===== src/rtl/ac97rx_pkg.sv =====
package ac97rx_pkg;
    localparam int SLOTS   = 12;
    localparam int SLOT_W  = 20;
    localparam int TAG_W   = 16;
    localparam int REQ_W   = 10;
    localparam int WID_W   = 5;
    localparam int SIDX_W  = 4;
    localparam int BCNT_W  = 5;

    typedef enum logic [1:0] {
        ST_HUNT,
        ST_TAG,
        ST_DATA
    } rx_state_e;
endpackage


===== src/rtl/ac97rx_deser.sv =====
module ac97rx_deser
    import ac97rx_pkg::*;
(
    input  logic                clk,
    input  logic                rst_n,
    input  logic                sync,
    input  logic                sdata,
    output logic                frame_tick,
    output logic                slot_vld,
    output logic [SIDX_W-1:0]   slot_idx,
    output logic [SLOT_W-1:0]   slot_data,
    output logic                slot_tag,
    output logic [REQ_W-1:0]    slot_req
);
    rx_state_e            state, state_nxt;
    logic                 sync_q;
    logic                 sync_rise;
    logic [SLOT_W-1:0]    shreg;
    logic [SLOT_W-1:0]    word;
    logic [BCNT_W-1:0]    bit_cnt;
    logic [SIDX_W-1:0]    slot_num;
    logic [SIDX_W-1:0]    tag_sel;
    logic [SLOTS-1:0]     tags;
    logic [SLOTS-1:0]     tags_new;

    assign sync_rise = sync & ~sync_q;
    assign word      = {shreg[SLOT_W-2:0], sdata};
    assign tag_sel   = slot_num - SIDX_W'(1);

    always_comb begin
        for (int i = 0; i < SLOTS; i++) begin
            tags_new[i] = word[TAG_W-2-i];
        end
    end

    // state register
    always_ff @(posedge clk) begin
        if (!rst_n) state <= ST_HUNT;
        else        state <= state_nxt;
    end

    // next state
    always_comb begin
        state_nxt = state;
        unique case (state)
            ST_HUNT: if (sync_rise) state_nxt = ST_TAG;
            ST_TAG: begin
                if (sync_rise)                           state_nxt = ST_TAG;
                else if (bit_cnt == BCNT_W'(TAG_W - 1))  state_nxt = ST_DATA;
            end
            ST_DATA: begin
                if (sync_rise) state_nxt = ST_TAG;
                else if (bit_cnt == BCNT_W'(SLOT_W - 1) && slot_num == SIDX_W'(SLOTS))
                    state_nxt = ST_HUNT;
            end
            default: state_nxt = ST_HUNT;
        endcase
    end

    // outputs and datapath
    always_ff @(posedge clk) begin
        if (!rst_n) begin
            sync_q     <= 1'b0;
            shreg      <= '0;
            bit_cnt    <= '0;
            slot_num   <= '0;
            tags       <= '0;
            frame_tick <= 1'b0;
            slot_vld   <= 1'b0;
            slot_idx   <= '0;
            slot_data  <= '0;
            slot_tag   <= 1'b0;
            slot_req   <= '0;
        end else begin
            sync_q     <= sync;
            shreg      <= word;
            frame_tick <= sync_rise;
            slot_vld   <= 1'b0;
            if (sync_rise) begin
                bit_cnt <= BCNT_W'(1);
            end else begin
                unique case (state)
                    ST_HUNT: bit_cnt <= '0;
                    ST_TAG: begin
                        if (bit_cnt == BCNT_W'(TAG_W - 1)) begin
                            tags     <= tags_new;
                            bit_cnt  <= '0;
                            slot_num <= SIDX_W'(1);
                        end else begin
                            bit_cnt <= bit_cnt + BCNT_W'(1);
                        end
                    end
                    ST_DATA: begin
                        if (bit_cnt == BCNT_W'(SLOT_W - 1)) begin
                            slot_vld  <= 1'b1;
                            slot_idx  <= slot_num;
                            slot_data <= word;
                            slot_tag  <= tags[tag_sel];
                            if (slot_num == SIDX_W'(1)) slot_req <= word[REQ_W+1:2];
                            bit_cnt   <= '0;
                            slot_num  <= slot_num + SIDX_W'(1);
                        end else begin
                            bit_cnt <= bit_cnt + BCNT_W'(1);
                        end
                    end
                    default: bit_cnt <= '0;
                endcase
            end
        end
    end

    AST_SLOT_SPACED: assert property (@(posedge clk) disable iff (!rst_n)
        slot_vld |=> !slot_vld);
    AST_SLOT_RANGE: assert property (@(posedge clk) disable iff (!rst_n)
        slot_vld |-> (slot_idx >= SIDX_W'(1) && slot_idx <= SIDX_W'(SLOTS)));
endmodule


===== src/rtl/ac97rx_fifo.sv =====
module ac97rx_fifo #(
    parameter int W     = 20,
    parameter int DEPTH = 8
) (
    input  logic                      clk,
    input  logic                      rst_n,
    input  logic                      push,
    input  logic [W-1:0]              wdata,
    input  logic                      pop,
    output logic [W-1:0]              rdata,
    output logic                      empty,
    output logic                      full,
    output logic [$clog2(DEPTH):0]    level
);
    localparam int AW = $clog2(DEPTH);

    logic [W-1:0]  mem [DEPTH];
    logic [AW-1:0] wp, rp;

    assign empty = (level == '0);
    assign full  = (level == (AW+1)'(DEPTH));
    assign rdata = mem[rp];

    always_ff @(posedge clk) begin
        if (push) mem[wp] <= wdata;
    end

    always_ff @(posedge clk) begin
        if (!rst_n) begin
            wp    <= '0;
            rp    <= '0;
            level <= '0;
        end else begin
            if (push) wp <= wp + AW'(1);
            if (pop)  rp <= rp + AW'(1);
            unique case ({push, pop})
                2'b10:   level <= level + (AW+1)'(1);
                2'b01:   level <= level - (AW+1)'(1);
                default: level <= level;
            endcase
        end
    end

    AST_PUSH_FILLS: assert property (@(posedge clk) disable iff (!rst_n)
        push && !pop |=> !empty);
endmodule


===== src/rtl/ac97rx_chan.sv =====
module ac97rx_chan
    import ac97rx_pkg::*;
#(
    parameter int DEPTH = 8,
    parameter int TO_W  = 8
) (
    input  logic               clk,
    input  logic               rst_n,
    input  logic               frame_tick,
    input  logic               slot_vld,
    input  logic [SIDX_W-1:0]  slot_idx,
    input  logic [SLOT_W-1:0]  slot_data,
    input  logic               slot_tag,
    input  logic [SLOTS-1:0]   cfg_mask,
    input  logic [WID_W-1:0]   cfg_width,
    input  logic               cfg_fifo_en,
    input  logic               cfg_chan_en,
    input  logic [TO_W-1:0]    cfg_timeout,
    input  logic               flag_clr,
    input  logic               rd_en,
    output logic [SLOT_W-1:0]  rd_data,
    output logic               rd_empty,
    output logic               irq,
    output logic               overrun
);
    localparam int LW = $clog2(DEPTH) + 1;

    logic [SIDX_W-1:0] sel;
    logic [WID_W-1:0]  eff_w;
    logic [WID_W-1:0]  shamt;
    logic [SLOT_W-1:0] sample;
    logic              store, push, pop, full;
    logic [LW-1:0]     level;
    logic [TO_W-1:0]   idle_cnt;

    assign sel    = slot_idx - SIDX_W'(1);
    assign eff_w  = (cfg_width == '0 || cfg_width > WID_W'(SLOT_W)) ? WID_W'(SLOT_W) : cfg_width;
    assign shamt  = WID_W'(SLOT_W) - eff_w;
    assign sample = slot_data >> shamt;
    assign store  = slot_vld & slot_tag & cfg_chan_en & cfg_fifo_en & cfg_mask[sel];
    assign push   = store & ~full;
    assign pop    = rd_en & ~rd_empty;

    ac97rx_fifo #(.W(SLOT_W), .DEPTH(DEPTH)) u_fifo (
        .clk   (clk),
        .rst_n (rst_n),
        .push  (push),
        .wdata (sample),
        .pop   (pop),
        .rdata (rd_data),
        .empty (rd_empty),
        .full  (full),
        .level (level)
    );

    always_ff @(posedge clk) begin
        if (!rst_n) begin
            idle_cnt <= '0;
            irq      <= 1'b0;
            overrun  <= 1'b0;
        end else begin
            if (push || pop)                       idle_cnt <= '0;
            else if (frame_tick && idle_cnt != '1) idle_cnt <= idle_cnt + TO_W'(1);

            if (flag_clr)                          overrun <= 1'b0;
            else if (store && full)                overrun <= 1'b1;

            if (flag_clr)                          irq <= 1'b0;
            else if (cfg_timeout != '0 && idle_cnt >= cfg_timeout && !rd_empty)
                                                   irq <= 1'b1;
        end
    end

    AST_DROP_FLAGS_OVERRUN: assert property (@(posedge clk) disable iff (!rst_n)
        store && full && !flag_clr |=> overrun);
    AST_GATED_NO_GROWTH: assert property (@(posedge clk) disable iff (!rst_n)
        !(cfg_chan_en && cfg_fifo_en) |=> level <= $past(level));
    AST_IRQ_NEEDS_DATA: assert property (@(posedge clk) disable iff (!rst_n)
        $rose(irq) |-> $past(!rd_empty));
endmodule


===== src/rtl/ac97_rx_router.sv =====
module ac97_rx_router
    import ac97rx_pkg::*;
#(
    parameter int NCH   = 4,
    parameter int DEPTH = 8,
    parameter int TO_W  = 8
) (
    input  logic                    clk,
    input  logic                    rst_n,
    input  logic                    sync,
    input  logic                    sdata_in,
    input  logic [NCH*SLOTS-1:0]    cfg_slot_mask,
    input  logic [NCH*WID_W-1:0]    cfg_width,
    input  logic [NCH-1:0]          cfg_fifo_en,
    input  logic [NCH-1:0]          cfg_chan_en,
    input  logic [NCH*TO_W-1:0]     cfg_timeout,
    input  logic [NCH-1:0]          flag_clr,
    input  logic [NCH-1:0]          rd_en,
    output logic [NCH*SLOT_W-1:0]   rd_data,
    output logic [NCH-1:0]          rd_empty,
    output logic [NCH-1:0]          timeout_irq,
    output logic [NCH-1:0]          overrun,
    output logic [REQ_W-1:0]        slot_req
);
    logic              frame_tick, slot_vld, slot_tag;
    logic [SIDX_W-1:0] slot_idx;
    logic [SLOT_W-1:0] slot_data;

    ac97rx_deser u_deser (
        .clk        (clk),
        .rst_n      (rst_n),
        .sync       (sync),
        .sdata      (sdata_in),
        .frame_tick (frame_tick),
        .slot_vld   (slot_vld),
        .slot_idx   (slot_idx),
        .slot_data  (slot_data),
        .slot_tag   (slot_tag),
        .slot_req   (slot_req)
    );

    for (genvar c = 0; c < NCH; c++) begin : g_chan
        ac97rx_chan #(.DEPTH(DEPTH), .TO_W(TO_W)) u_chan (
            .clk         (clk),
            .rst_n       (rst_n),
            .frame_tick  (frame_tick),
            .slot_vld    (slot_vld),
            .slot_idx    (slot_idx),
            .slot_data   (slot_data),
            .slot_tag    (slot_tag),
            .cfg_mask    (cfg_slot_mask[c*SLOTS +: SLOTS]),
            .cfg_width   (cfg_width[c*WID_W +: WID_W]),
            .cfg_fifo_en (cfg_fifo_en[c]),
            .cfg_chan_en (cfg_chan_en[c]),
            .cfg_timeout (cfg_timeout[c*TO_W +: TO_W]),
            .flag_clr    (flag_clr[c]),
            .rd_en       (rd_en[c]),
            .rd_data     (rd_data[c*SLOT_W +: SLOT_W]),
            .rd_empty    (rd_empty[c]),
            .irq         (timeout_irq[c]),
            .overrun     (overrun[c])
        );
    end
endmodule


===== config.mk =====
export PLATFORM = sky130hd
export DESIGN_NAME = ac97_rx_router
export DESIGN_NICKNAME = d
export VERILOG_FILES = /design/src/rtl/ac97rx_pkg.sv /design/src/rtl/ac97rx_deser.sv /design/src/rtl/ac97rx_fifo.sv /design/src/rtl/ac97rx_chan.sv /design/src/rtl/ac97_rx_router.sv
export SDC_FILE = /design/constraint.sdc
export NUM_CORES = 1
export LEC_CHECK = 0
export ABC_AREA = 1
export BUFFER_PORTS_ARGS = -buffer_cell sky130_fd_sc_hd__buf_2
export CORE_MARGIN = 3
export CORE_UTILIZATION = 40
export DETAILED_ROUTE_END_ITERATION = 10
export PLACE_DENSITY = 0.57
export SYNTH_ARGS = -nofsm -noshare
export SYNTH_HDL_FRONTEND = slang
export SYNTH_SLANG_ARGS = --single-unit

===== constraint.sdc =====
create_clock -name clk -period 3.9 [get_ports clk]
set_input_delay 0.585 -clock clk [delete_from_list [all_inputs] [get_ports clk]]
set_output_delay 0.585 -clock clk [all_outputs]
set_load 0.005 [all_outputs]

Yosys cells after proc, flatten, opt, wreduce, memory -nomap -nowiden --
Memory sizes are Yosys's and may differ from the RTL's. A register that Yosys moved wholly into a read port is not among the register bits. Cells that the tools add are included. W data, S select, Z words.
Word-level totals: output and inout port bits 102, memories kept 4, flip-flop bits (word level) 160, logic and storage cells 254, input bits 120, memory bits (writable) 640
Memory list:
- g_chan[0].u_chan.u_fifo.mem | depth 8, width 20, read ports 1, clocked after Yosys merged registers in 1, write ports 1, line ac97rx_fifo.sv:17 | logic [W-1:0] mem [DEPTH];
- g_chan[1].u_chan.u_fifo.mem | depth 8, width 20, read ports 1, clocked after Yosys merged registers in 1, write ports 1, line ac97rx_fifo.sv:17
- g_chan[2].u_chan.u_fifo.mem | depth 8, width 20, read ports 1, clocked after Yosys merged registers in 1, write ports 1, line ac97rx_fifo.sv:17
- g_chan[3].u_chan.u_fifo.mem | depth 8, width 20, read ports 1, clocked after Yosys merged registers in 1, write ports 1, line ac97rx_fifo.sv:17
Operators by class: shifts and indexed selects 4, order comparisons 10, bitwise gates (word level) 34, equal/unequal tests 27, reductions and logical operators 62, multiplexer cells 48, add/sub/neg operators 28
Operators by type and width (count):
- $shr A20 B5 Y20 | 4
- $pmux W4 S2 | 5
- $add A8 B1 Y8 const B | 4
- $ge A8 B8 Y1 | 4
- $ne A8 B8 Y1 const B | 4
- $reduce_bool A8 Y1 | 4
- $mux W5 | 6
- $add A3 B1 Y3 const B | 8
- $mux W3 | 8
- $sub A4 B1 Y4 const B | 6
- $and A1 B1 Y1 | 22
- $add A4 B1 Y4 const B | 5
- $bmux W1 S4 | 5
- $eq A4 B4 Y1 const B | 5
- $gt A5 B5 Y1 const B | 4
- $logic_not A5 Y1 | 4
- $sub A5 B5 Y5 const A | 4
- $reduce_or A2 Y1 | 9
- $logic_and A1 B1 Y1 | 17
- $logic_not A4 Y1 | 4
- $mux W1 | 15
- $not A1 Y1 | 12
- $eq A2 B1 Y1 const B | 5
- $eq A2 B2 Y1 const B | 5
- other kinds (18) | 44

Logic depth before layout (Yosys ltp) --
word-level depth 7, mapped depth 18, gate-level depth less buffers 15

Hierarchy --
Synthesis repeated with hierarchy kept, for this count alone.
Second synthesis, totals: cell total of the unflattened synthesis 4039, area, all modules 39444.1 µm²
Modules (own cells, without submodules):
- ac97rx_fifo (g_chan[0].u_chan.u_fifo ...) | seq. area each 5064.9 µm², cells each 539, instances 3, area each 7160.6 µm²
- ac97rx_chan | seq. area each 200.2 µm², cells each 368, instances 4, area each 1975.6 µm²
- ac97rx_fifo (g_chan[1].u_chan.u_fifo) | seq. area each 5064.9 µm², cells each 539, instances 1, area each 6907.9 µm²
- ac97rx_deser | seq. area each 1601.5 µm², cells each 411, instances 1, area each 3151.8 µm²

Least setup slack after synthesis --
OpenSTA, ideal clock, no wires.
path kind register to register, start reg u_deser.slot_idx[0], end mem g_chan[3].u_chan.u_fifo.mem[4][0] (enable), stages on the path, launching flop included 12, path buffers 4, data arrival time 3196 ps, setup slack 281 ps, data required time 3478 ps, cells stage by stage dfxtp_1 -> buf_6 -> inv_6 -> buf_2 -> ha_1 -> buf_1 -> nand3_1 -> nand3_1 -> nand3_1 -> nand3_2 -> buf_2 -> nor3_1
On the way: cells in the longest elaborated chain, start to end 7
Ends and longest elaborated chain:
- start, declared | line ac97rx_deser.sv:10 | output logic [SIDX_W-1:0] slot_idx,
- start signal, assigned | line ac97rx_deser.sv:96 | slot_idx <= slot_num;
- $sub A4 B1 Y4 | line ac97rx_chan.sv:36 | assign sel = slot_idx - SIDX_W'(1);
- $bmux W1 S4 | line ac97rx_chan.sv:40 | assign store = slot_vld & slot_tag & cfg_chan_en & cfg_fifo_en & cfg_mask[sel];
- $mux W1 (not written as such) | line ac97rx_chan.sv:40
- $and A1 B1 Y1 | line ac97rx_chan.sv:40
- $and A1 B1 Y1 | line ac97rx_chan.sv:41 | assign push = store & ~full;
- $mux W1 | line ac97rx_fifo.sv:25 | if (push) mem[wp] <= wdata;
- $mux W1 (not written as such) | line ac97rx_fifo.sv:25
- end, declared | line ac97rx_fifo.sv:17
No other way between the ends. The select of a mux whose other input is x is not followed.

==> run metrics <==
final hold viol count=0; CTS Hold Bufs=0; syn_area_per_cell=approximately 9.4 sq um; Overflow after GRT=0; core area=0.0939 sq mm; ANT nets after route=0; CTS root buf=clkbuf_16; H-Tree Depth=3; crit path time final=approximately 3.3 ns; ys flop type=edfxtp_1; CTS max path bufs=3; Crit Path Class=reg -> out; share of layout cells above drive strength 1=0.136; clock slew at reported path FFs=~0.06 ns; Final nets=4397; Starting DRT DRC Count=2478; final number of max-transition violations=0; Cell Area, Synth=about 0.038 sq mm; largest net degree at the start of global routing=81; crit path max fanout=80; dpl ws=0.516 ns; Clock Latency Late Sink=0.64 ns; total global-route track usage=0.205; Pwr Density=around 560 mW/mm^2; setup TNS=0 ns; total power=24.5 mW; crit path DAT=2.73 ns; Pleak=16.7 nW; VDD IR max=0.286 mV; FFs w/ async S/R, synth=0; hold path start=sdata_in; status=complete, no violations; Crit Reg-Reg Endpoint=g_chan[1].u_chan.u_fifo.level[2]$_SDFFE_PN0P_; Worst Reg-to-Reg Cells=13; area delta synth->final=14.5%; Worst Setup End Kind=output pin; EDFF count, synth=640; die height=314 um; cts repair resizes=0; R2R setup slack=0.80 ns; synth warn=0; post-route setup slack=0.580 ns; Post-Syn Nets=roughly 4200; Yosys cell types=between 40 and 50; r2r startpoint=u_deser.slot_idx[0]$_SDFFE_PN0P_; Initial Util=0.405; Die ar.=0.0989 sq mm; total CTS buffers=89; # Post-CTS Setup Buffers=0; wirelength, routed=103000 um; DP Wirelength=65500 um; vias per cell=5.28; RSZ-0062 raised after global routing=false; vias in the first global route=27500; WHS Path Cells=3; Fmax=301 MHz; GPL Wtd Cong=0.853; first-pass GRT wire length=160000 um; io pins=approximately 220; num rows=approximately 110; Synth Register Bits=812; post-route DRC violation count=0; drt first pass iters=7; final cycle utilization of the critical path=0.851; Final Skew=approximately 0.019 ns; Least-Margin Pin Slew=around 1.1 ns; Die W=314 um; wire per inst=roughly 19 um; CP startpoint kind=flip-flop; via count=29200; part of the Yosys area used for sequential elements=0.595; Slew headroom=0.281; initial antenna violation count=6; # clock sinks=812; hold endpoint=u_deser.shreg[0]$_SDFF_PN0_; Final Instance Area=about 0.044 sq mm; Synth Instances=4030; Hold Path Class=in -> reg; Max Cap Viol=0; CTS tree=yes; port bufs=between 200 and 250; dpl cell area=0.0406 sq mm; CP Data Required Time=between 3 and 4 ns; Setup Viol. Count Final=0
-- cell families (layout without fill, tap and decap cells) --
group / count (synthesis) / after routing / synth area share
and+or+nand+nor: 1844 / 1844 / 0.210
buffers and inverters: 504 / 748 / 0.0536
adders and majority gates: 76 / 76 / 0.0250
AOI/OAI and AO/OA: 761 / 761 / 0.106
other: 0 / 5 / 0
xor gates and xnor gates: 33 / 33 / 0.00917
DFF: 812 / 812 / 0.595
-- layout make-up --
class	instances	area [sq um]
sequential	812	22700
timing repair buffer	320	1890
inverter	264	996
fill	8938	50300
multi-input combinational	2714	13500
clock inverter	52	566
tap	1254	1570
clock buffer	112	2430
antenna	5	12.5
-- sequential cells by signal, indices dropped and copies added, names as in the netlist, named ones only --
register / count
g_chan.u_chan.idle_cnt: 32
g_chan.u_chan.irq: 4
g_chan.u_chan.overrun: 4
g_chan.u_chan.u_fifo.level: 16
g_chan.u_chan.u_fifo.mem: 640
g_chan.u_chan.u_fifo.rp: 12
g_chan.u_chan.u_fifo.wp: 12
u_deser.bit_cnt: 5
u_deser.frame_tick: 1
u_deser.shreg: 19
u_deser.slot_data: 20
u_deser.slot_idx: 4
u_deser.slot_num: 4
u_deser.slot_req: 10
u_deser.slot_tag: 1
u_deser.slot_vld: 1
u_deser.state: 2
u_deser.sync_q: 1
u_deser.tags: 12
-- synth_stat cells, types with 2 or more instances --
library cell	n	area, sq um
o2111ai_1	4	35.0
xor2_2	2	32.5
buf_4	19	143
and3_1	3	18.8
ha_1	76	951
a31oi_1	81	507
inv_2	28	105
nand4_1	97	607
nand2_1	577	2170
nand3_2	19	190
o21ai_0	433	2170
nor3_4	2	32.5
xnor2_1	14	123
buf_2	35	175
o21ai_1	23	115
a21oi_1	132	661
nor2_4	8	90.1
edfxtp_1	640	19200
nor4_1	8	50.1
nand2_2	12	75.1
xor2_1	14	123
nand3b_1	10	75.1
clkinv_1	2	7.51
inv_1	233	875
nor2_1	736	2760
clkbuf_1	162	608
buf_6	4	45.0
nor3_1	14	70.1
buf_1	20	75.1
nand3_1	338	1690
or2_2	5	31.3
dfxtp_1	172	3440
a21oi_2	3	26.3
and2_1	4	25.0
o22ai_1	80	500
nor4_2	4	50.1
o21ai_2	2	17.5
nor3_2	2	20.0
nor3b_1	2	15.0
-- worst max-delay path by stage --
| stage | start | to | slack [ns] | depth (start not counted) |
|---|---|---|---|---|
| after global routing | flip-flop | rd_data[26] | 0.39 | 6 |
| after global placement | cfg_width[0] | g_chan[0].u_chan.u_fifo.mem[2][9]$_DFFE_PP_ | 0.51 | 12 |
| after floorplan | u_deser.slot_idx[0]$_SDFFE_PN0P_ | g_chan[3].u_chan.u_fifo.mem[4][0]$_DFFE_PP_ | 0.28 | 11 |
| after detailed placement | cfg_width[0] | g_chan[0].u_chan.u_fifo.mem[2][9]$_DFFE_PP_ | 0.52 | 12 |
| final | flip-flop | rd_data[63] | 0.58 | 6 |
| after CTS | flip-flop | rd_data[32] | 0.47 | 6 |
-- metrics by stage --
step | hold slack [ns] | cells | utilization
final | 0.160 | 5533 | 0.464
after global routing | 0.159 | 5529 | 0.464
after CTS | 0.130 | 5528 | 0.464
after detailed placement | 0.415 | 5364 | 0.432
after global placement | 0.404 | 5364 | 0.432
after floorplan | 0.392 | 4030 | -
-- routing by layer --
layer  global-route usage  routed length (um)  up-vias
li1                     -                   -    14400
met1                0.281               46100    14000
met2                0.343               49800      704
met3               0.0274                5130      146
met4               0.0568                2170        4
met5                    0                  19        -
-- cell usage in the layout, fill, tap and decap left out, drive strengths merged, types with 5 or more instances in the layout --
cell type | Yosys | final
xor2 | 17 | 17
buf | 78 | 320
xnor2 | 16 | 16
bufinv | 0 | 12
diode | 0 | 5
dfxtp | 172 | 172
nand3 | 357 | 357
nand2 | 590 | 590
nor4 | 12 | 12
or2 | 5 | 5
edfxtp | 640 | 640
o21ai | 458 | 458
clkinv | 2 | 36
a31oi | 81 | 81
ha | 76 | 76
inv | 262 | 264
a21oi | 135 | 135
clkbuf | 162 | 112
nand3b | 10 | 10
nor2 | 746 | 746
nand4 | 97 | 97
o22ai | 80 | 80
nor3 | 18 | 18
-- worst max-delay path, cell delays in order (launching register included) --
cell     delay, ns
dfxtp_2       0.33
buf_4         0.66
o21ai_0       0.20
o22ai_1       0.18
nor2_1        0.05
a31oi_1       0.41
buf_2         0.21
-- power by group --
group	internal, mW	leakage [nW]	switching (mW)	total [mW]
Combinational	2.03	7.88	4.10	6.13
Sequential	9.61	7.39	0.166	9.77
Clock	5.20	1.46	3.38	8.58
Note: power is estimated with default switching activity, not from simulation.
